$ cat src/rtl/flash_cmd_seq.sv
module flash_cmd_seq #(
  parameter int          ADDR_W    = 19,
  parameter int          LANES     = 4,
  parameter int          SECTORS   = 8,
  parameter logic [31:0] PROG_TMO  = 32'd60000,
  parameter logic [31:0] ERASE_TMO = 32'd3000000000
) (
  input  logic                 clk,
  input  logic                 rst_n,
  input  logic                 cmd_valid,
  input  logic [1:0]           cmd_op,
  input  logic [ADDR_W-1:0]    cmd_addr,
  input  logic [7:0]           cmd_data,
  input  logic [SECTORS-1:0]   cmd_sectors,
  input  logic [LANES-1:0]     cmd_lanes,
  output logic                 busy,
  output logic                 done,
  output logic                 tmo,
  output logic                 bus_req,
  output logic                 bus_we,
  output logic [ADDR_W-1:0]    bus_addr,
  output logic [LANES-1:0]     bus_be,
  output logic [8*LANES-1:0]   bus_wdata,
  input  logic [8*LANES-1:0]   bus_rdata,
  input  logic                 bus_ack
);
  localparam int          SEC_W   = $clog2(SECTORS);
  localparam int          OFS_W   = ADDR_W - SEC_W;
  localparam logic [31:0] TMO_MAX = (PROG_TMO > ERASE_TMO) ? PROG_TMO : ERASE_TMO;
  localparam int          CNT_W   = $clog2(TMO_MAX) + 1;
  localparam logic [ADDR_W-1:0] UNLK_A = ADDR_W'(16'h5555);
  localparam logic [ADDR_W-1:0] UNLK_B = ADDR_W'(16'h2AAA);
  localparam logic [1:0] OP_PROG = 2'd0, OP_SECT = 2'd1, OP_CHIP = 2'd2;

  typedef enum logic [1:0] {S_IDLE, S_WR, S_POLL} state_t;

  state_t             state;
  logic [1:0]         op;
  logic [ADDR_W-1:0]  tgt;
  logic [7:0]         dat;
  logic [SECTORS-1:0] secs;
  logic [LANES-1:0]   lanes;
  logic [2:0]         step;
  logic [SEC_W-1:0]   cur_sec;
  logic [CNT_W-1:0]   cnt;

  logic [SEC_W-1:0]   nxt;
  logic [SECTORS-1:0] rem;
  logic [ADDR_W-1:0]  wr_addr, poll_addr;
  logic [7:0]         wr_byte, want;
  logic               last_wr, poll_ok, accept;
  logic [CNT_W-1:0]   lim_m1;

  assign accept = cmd_valid && (cmd_op == OP_PROG || cmd_op == OP_CHIP ||
                                (cmd_op == OP_SECT && |cmd_sectors));

  always_comb begin
    nxt = '0;
    for (int i = SECTORS - 1; i >= 0; i--)
      if (secs[i]) nxt = SEC_W'(i);
  end
  assign rem = secs & ~(SECTORS'(1) << nxt);

  always_comb begin
    wr_addr = UNLK_A;
    wr_byte = 8'hAA;
    case (step)
      3'd1: begin wr_addr = UNLK_B; wr_byte = 8'h55; end
      3'd2: wr_byte = (op == OP_PROG) ? 8'hA0 : 8'h80;
      3'd3: if (op == OP_PROG) begin wr_addr = tgt; wr_byte = dat; end
      3'd4: begin wr_addr = UNLK_B; wr_byte = 8'h55; end
      3'd5: if (op == OP_SECT) begin
              wr_addr = {nxt, {OFS_W{1'b0}}};
              wr_byte = 8'h30;
            end else wr_byte = 8'h10;
      default: ;
    endcase
  end

  assign last_wr   = (op == OP_PROG) ? (step == 3'd3)
                                     : (step == 3'd5 && (op == OP_CHIP || rem == '0));
  assign poll_addr = (op == OP_PROG) ? tgt :
                     (op == OP_CHIP) ? UNLK_A : {cur_sec, {OFS_W{1'b0}}};
  assign want      = (op == OP_PROG) ? dat : 8'hFF;
  assign lim_m1    = (op == OP_PROG) ? CNT_W'(PROG_TMO - 32'd1) : CNT_W'(ERASE_TMO - 32'd1);

  always_comb begin
    poll_ok = 1'b1;
    for (int l = 0; l < LANES; l++)
      if (lanes[l] && bus_rdata[8*l +: 8] != want) poll_ok = 1'b0;
  end

  assign busy      = (state != S_IDLE);
  assign bus_req   = busy;
  assign bus_we    = (state == S_WR);
  assign bus_addr  = (state == S_POLL) ? poll_addr : wr_addr;
  assign bus_be    = lanes;
  assign bus_wdata = {LANES{wr_byte}};

  always_ff @(posedge clk or negedge rst_n) begin
    if (!rst_n) begin
      state   <= S_IDLE;
      op      <= OP_PROG;
      tgt     <= '0;
      dat     <= '0;
      secs    <= '0;
      lanes   <= '0;
      step    <= '0;
      cur_sec <= '0;
      cnt     <= '0;
      done    <= 1'b0;
      tmo     <= 1'b0;
    end else begin
      done <= 1'b0;
      tmo  <= 1'b0;
      case (state)
        S_IDLE: if (accept) begin
          state <= S_WR;
          op    <= cmd_op;
          tgt   <= cmd_addr;
          dat   <= cmd_data;
          secs  <= cmd_sectors;
          lanes <= cmd_lanes;
          step  <= '0;
        end
        S_WR: if (bus_ack) begin
          if (op == OP_SECT && step == 3'd5) begin
            secs    <= rem;
            cur_sec <= nxt;
          end else step <= step + 3'd1;
          if (last_wr) begin
            state <= S_POLL;
            cnt   <= '0;
          end
        end
        S_POLL: begin
          if (bus_ack && poll_ok) begin
            state <= S_IDLE;
            done  <= 1'b1;
          end else if (cnt == lim_m1) begin
            state <= S_IDLE;
            tmo   <= 1'b1;
          end else cnt <= cnt + 1'b1;
        end
        default: state <= S_IDLE;
      endcase
    end
  end

  a_r11_write_held: assert property (@(posedge clk) disable iff (!rst_n)
    (state == S_WR && !bus_ack) |=> bus_req && bus_we && $stable(bus_addr) &&
                                    $stable(bus_wdata) && $stable(bus_be));
  a_r8_single_outcome: assert property (@(posedge clk) disable iff (!rst_n)
    !(done && tmo));
  a_r9_idle_at_finish: assert property (@(posedge clk) disable iff (!rst_n)
    (done || tmo) |-> !busy && !bus_req);
  a_r9_fall_reported: assert property (@(posedge clk) disable iff (!rst_n)
    $fell(busy) |-> done || tmo);
  a_r10_reject: assert property (@(posedge clk) disable iff (!rst_n)
    (!busy && cmd_valid && (cmd_op == 2'd3 || (cmd_op == OP_SECT && cmd_sectors == '0)))
      |=> !busy);
  a_r8_count_bound: assert property (@(posedge clk) disable iff (!rst_n)
    (state == S_POLL) |-> cnt <= lim_m1);
  a_r2_first_unlock: assert property (@(posedge clk) disable iff (!rst_n)
    $rose(busy) |-> bus_we && bus_addr == UNLK_A && bus_wdata[7:0] == 8'hAA);
endmodule

$ cat config.mk
export PLATFORM = sky130hd
export DESIGN_NAME = flash_cmd_seq
export DESIGN_NICKNAME = d
export VERILOG_FILES = /design/src/rtl/flash_cmd_seq.sv
export SDC_FILE = /design/constraint.sdc
export NUM_CORES = 1
export LEC_CHECK = 0
export ABC_AREA = 1
export BUFFER_PORTS_ARGS = -buffer_cell sky130_fd_sc_hd__clkbuf_2
export CAP_MARGIN = 10
export CELL_PAD_IN_SITES_DETAIL_PLACEMENT = 2
export CELL_PAD_IN_SITES_GLOBAL_PLACEMENT = 2
export CORE_ASPECT_RATIO = 1.2
export CORE_MARGIN = 8
export CORE_UTILIZATION = 30
export CTS_CLUSTER_SIZE = 24
export DETAILED_ROUTE_END_ITERATION = 8
export PLACE_DENSITY_LB_ADDON = 0.1
export SYNTH_ARGS = -nofsm -noshare
export SYNTH_HDL_FRONTEND = slang
export SYNTH_SLANG_ARGS = --single-unit
$ cat constraint.sdc
create_clock -name clk -period 4.8 [get_ports clk]
set_input_delay 0.48 -clock clk [delete_from_list [all_inputs] [get_ports clk]]
set_output_delay 0.48 -clock clk [all_outputs]
set_load 0.01 [all_outputs]
==> results.toml <==
[layout]
insertedDiodeCount = 0
nFillCells = 2444
fin_nets = 1062
finalInstanceArea_sq_um = 7028
drive_above_1_share_pct = 19.53
areaGrowthSynthToFinish_pct = 17.31

[drt]
drt-total-wl_um = 23110
drtIter0Drc = 203
viasPerCell = 4.917
drt-wirelength-per-cell_um = 18.58
route.detailed.drc = 0
first_pass_iters = 4
antenna_left = 0
vias = 6117

[clock_network]
cts_tree = "yes"
clockBufferDepth = 2
htree_levels = 3
post_cts_buffers = 0
cts_buffers = 9
clock_latency_ns = 0.35
cts-root-buf = "clkbuf_16"
clk_pin_slew_worst_paths_ns = 0.07
ctsHoldBuffers = 0
cts_resized = 0
cts.sinks = 84

[pwr]
power_density_nw_per_um2 = 307.9
comb_power_share_pct = 30.9
pwr-share-seq_pct = 33.7
clkPwrFrac_pct = 35.4
leakage_uw = 0.003486
vdd_ir_drop_max_v = 0.0001501
sw_frac_of_total_pct = 35.04
p_sw_uw = 758.2
internal_power_uw = 1405

[synthesis]
syn_area_per_cell_sq_um = 6.808
yosys.cell_types.count = 36
syn_inst = 880
seq_area_frac_synth_pct = 35.09
synth_area_leader_cell = "dfrtp_1"
synth.top_cells.by_count = "nand2_1 (244), nor2_1 (117), inv_1 (90)"
yosys_warnings = 0
synth_edf_count = 0
ys_ff_latch = 84
postSynthNetCount = 963
synth_area_sq_um = 5991
post-synth-top-area-fraction_pct = 35.09
synth.area.top_cells = "dfrtp_1 (35%), nand2_1 (15%), nor2_1 (7.3%)"
ys.flop_type = "dfrtp_1"
yosysMostFrequentCell = "nand2_1"
async_flop_share_pct = 100.0

[outcome]
status = "complete, no violations"

[global_routing]
grt_pass1_wl_um = 37320
grt_antenna_before_repair = 0
grt_pass1_vias = 6709
grt_usage_pct = 18.93
grt_max_degree = 47
grt_overflow = 0

[sta]
fin_skew_ns = 0.006502
final.min_clock_period_ns = 3.319
relSlewSlack_pct = 39.33
fin_crit_sh_pct = 69.14
hold_viol_final = 0
report.final.slew_viol_count = 0
clock.fmax_mhz = 301.3
finalSetupTns_ns = 0
fin_hold_ws_ns = 0.1001
tightestPinTransition_ns = 0.8974
setup_ws_ns = 1.481
setup-violations-final = 0
rsz0062_at_grt = "no"

[floorplan]
core_area_sq_um = 19550
start_util_pct = 30.65
io_pins = 137
die-area_sq_um = 24770
die_h_um = 170.8
rows = 56
fp.dieW_um = 145

[critical_path]
crit_fanout = 34
crit_type = "register to register"
cp-end-kind = "register"
critPathArrivalTime_ns = 3.55
worst-endpoint-required_ns = 5.03
critPathLaunchType = "register"

[placed_design]
gp_congestion = 0.8695
placed_cell_area_sq_um = 6714
port_buffers = 136
dp_hpwl_um = 18710
post-place-ws_ns = 1.390

[job]
drv_cap = 0

[min_path]
hold_path.class = "primary input to async pin"
## state kept, by name, indices dropped and copies added (netlist names)
register	count
dat	8
bus_be	4
op	2
tmo	1
done	1
cnt	33
step	3
cur_sec	3
state	2
secs	8
tgt	19
## placed cells by master (no fill, tap or decap), types with 9 or more instances in the layout
master,n
dfrtp_1,84
clkbuf_2,135
nand4_1,16
nor2_1,117
o21ai_0,66
nand3_1,58
nor3_1,24
xor2_1,19
nand2_1,244
mux2_2,20
xnor2_1,17
a21oi_1,25
clkbuf_16,9
inv_1,90
## metrics by stage
step	utilization (%)	total power (uW)	std cells
after global routing	35.95	2297	1244
after detailed placement	34.34	1439	1229
after CTS	35.95	2214	1244
final	35.95	2164	1244
after global placement	34.34	1428	1229
after floorplan	-	1214	880
## path summary, 6_finish.rpt
path / end / cells past startpoint / slack, ns / from
worst min-delay path: cnt[0] / 1 / 0.10 / rst_n
worst max-delay path: cnt[10] / 17 / 1.48 / op[1]
worst max register to register: cnt[10] / 17 / 1.48 / op[1]
min in group clk: tgt[12] / 2 / 0.36 / cmd_addr[12]
worst min register to register: cur_sec[1] / 2 / 0.50 / cur_sec[1]
max in group asynchronous: bus_be[1] / 2 / 3.66 / rst_n
## cells by family (layout without fill, tap and decap cells)
family / count (synthesis) / after routing / synth area share, %
AOI/OAI and AO/OA: 104 / 104 / 9.294
muxes: 20 / 20 / 3.759
and+or+nand+nor: 482 / 482 / 33.77
xor gates and xnor gates: 36 / 36 / 5.263
buffers and inverters: 148 / 251 / 11.57
adders and majority gates: 6 / 6 / 1.253
DFF: 84 / 84 / 35.09
## power groups by stage
stage	Sequential (uW)	Clock [uW]	Combinational, uW
2_1_floorplan	739	0	475
4_1_cts	729	788	698
5_1_grt	731	816	750
6_report	729	765	669
3_3_place_gp	742	0	686
3_5_place_dp	743	0	696
## layer usage
layer  part of all wire [%]  GRT usage, %  vias to the layer above
met3                    3.2         3.251                       26
li1                       -             -                     2985
met1                     41         20.97                     3004
met2                     54         36.31                      102
met5                      0             0                        -
met4                    1.8         5.497                        0
## area by class of cell
cell class / instances / area, sq um / area share, %
clock inverter: 6 / 88.84 / 1.264
multi-input combinational: 648 / 3201 / 45.54
timing repair buffer: 143 / 735.7 / 10.47
tap: 261 / 326.6 / 4.647
inverter: 93 / 349.1 / 4.967
sequential: 84 / 2102 / 29.91
clock buffer: 9 / 225.2 / 3.205
## worst max-delay path, cell delays in order (launching register included)
cell,delay (ns)
dfrtp_1,0.50
nor2_2,0.25
buf_4,0.36
nand2_1,0.23
o21ai_0,0.20
inv_1,0.06
nand2_1,0.06
nor2_1,0.04
nand2_1,0.06
nand2_1,0.05
nand2_1,0.08
inv_2,0.04
nand3_1,0.11
nand2_1,0.08
inv_2,0.45
nand2_4,0.37
nand2_1,0.17
nand2_1,0.06
Note: power is estimated with default switching activity, not from simulation.
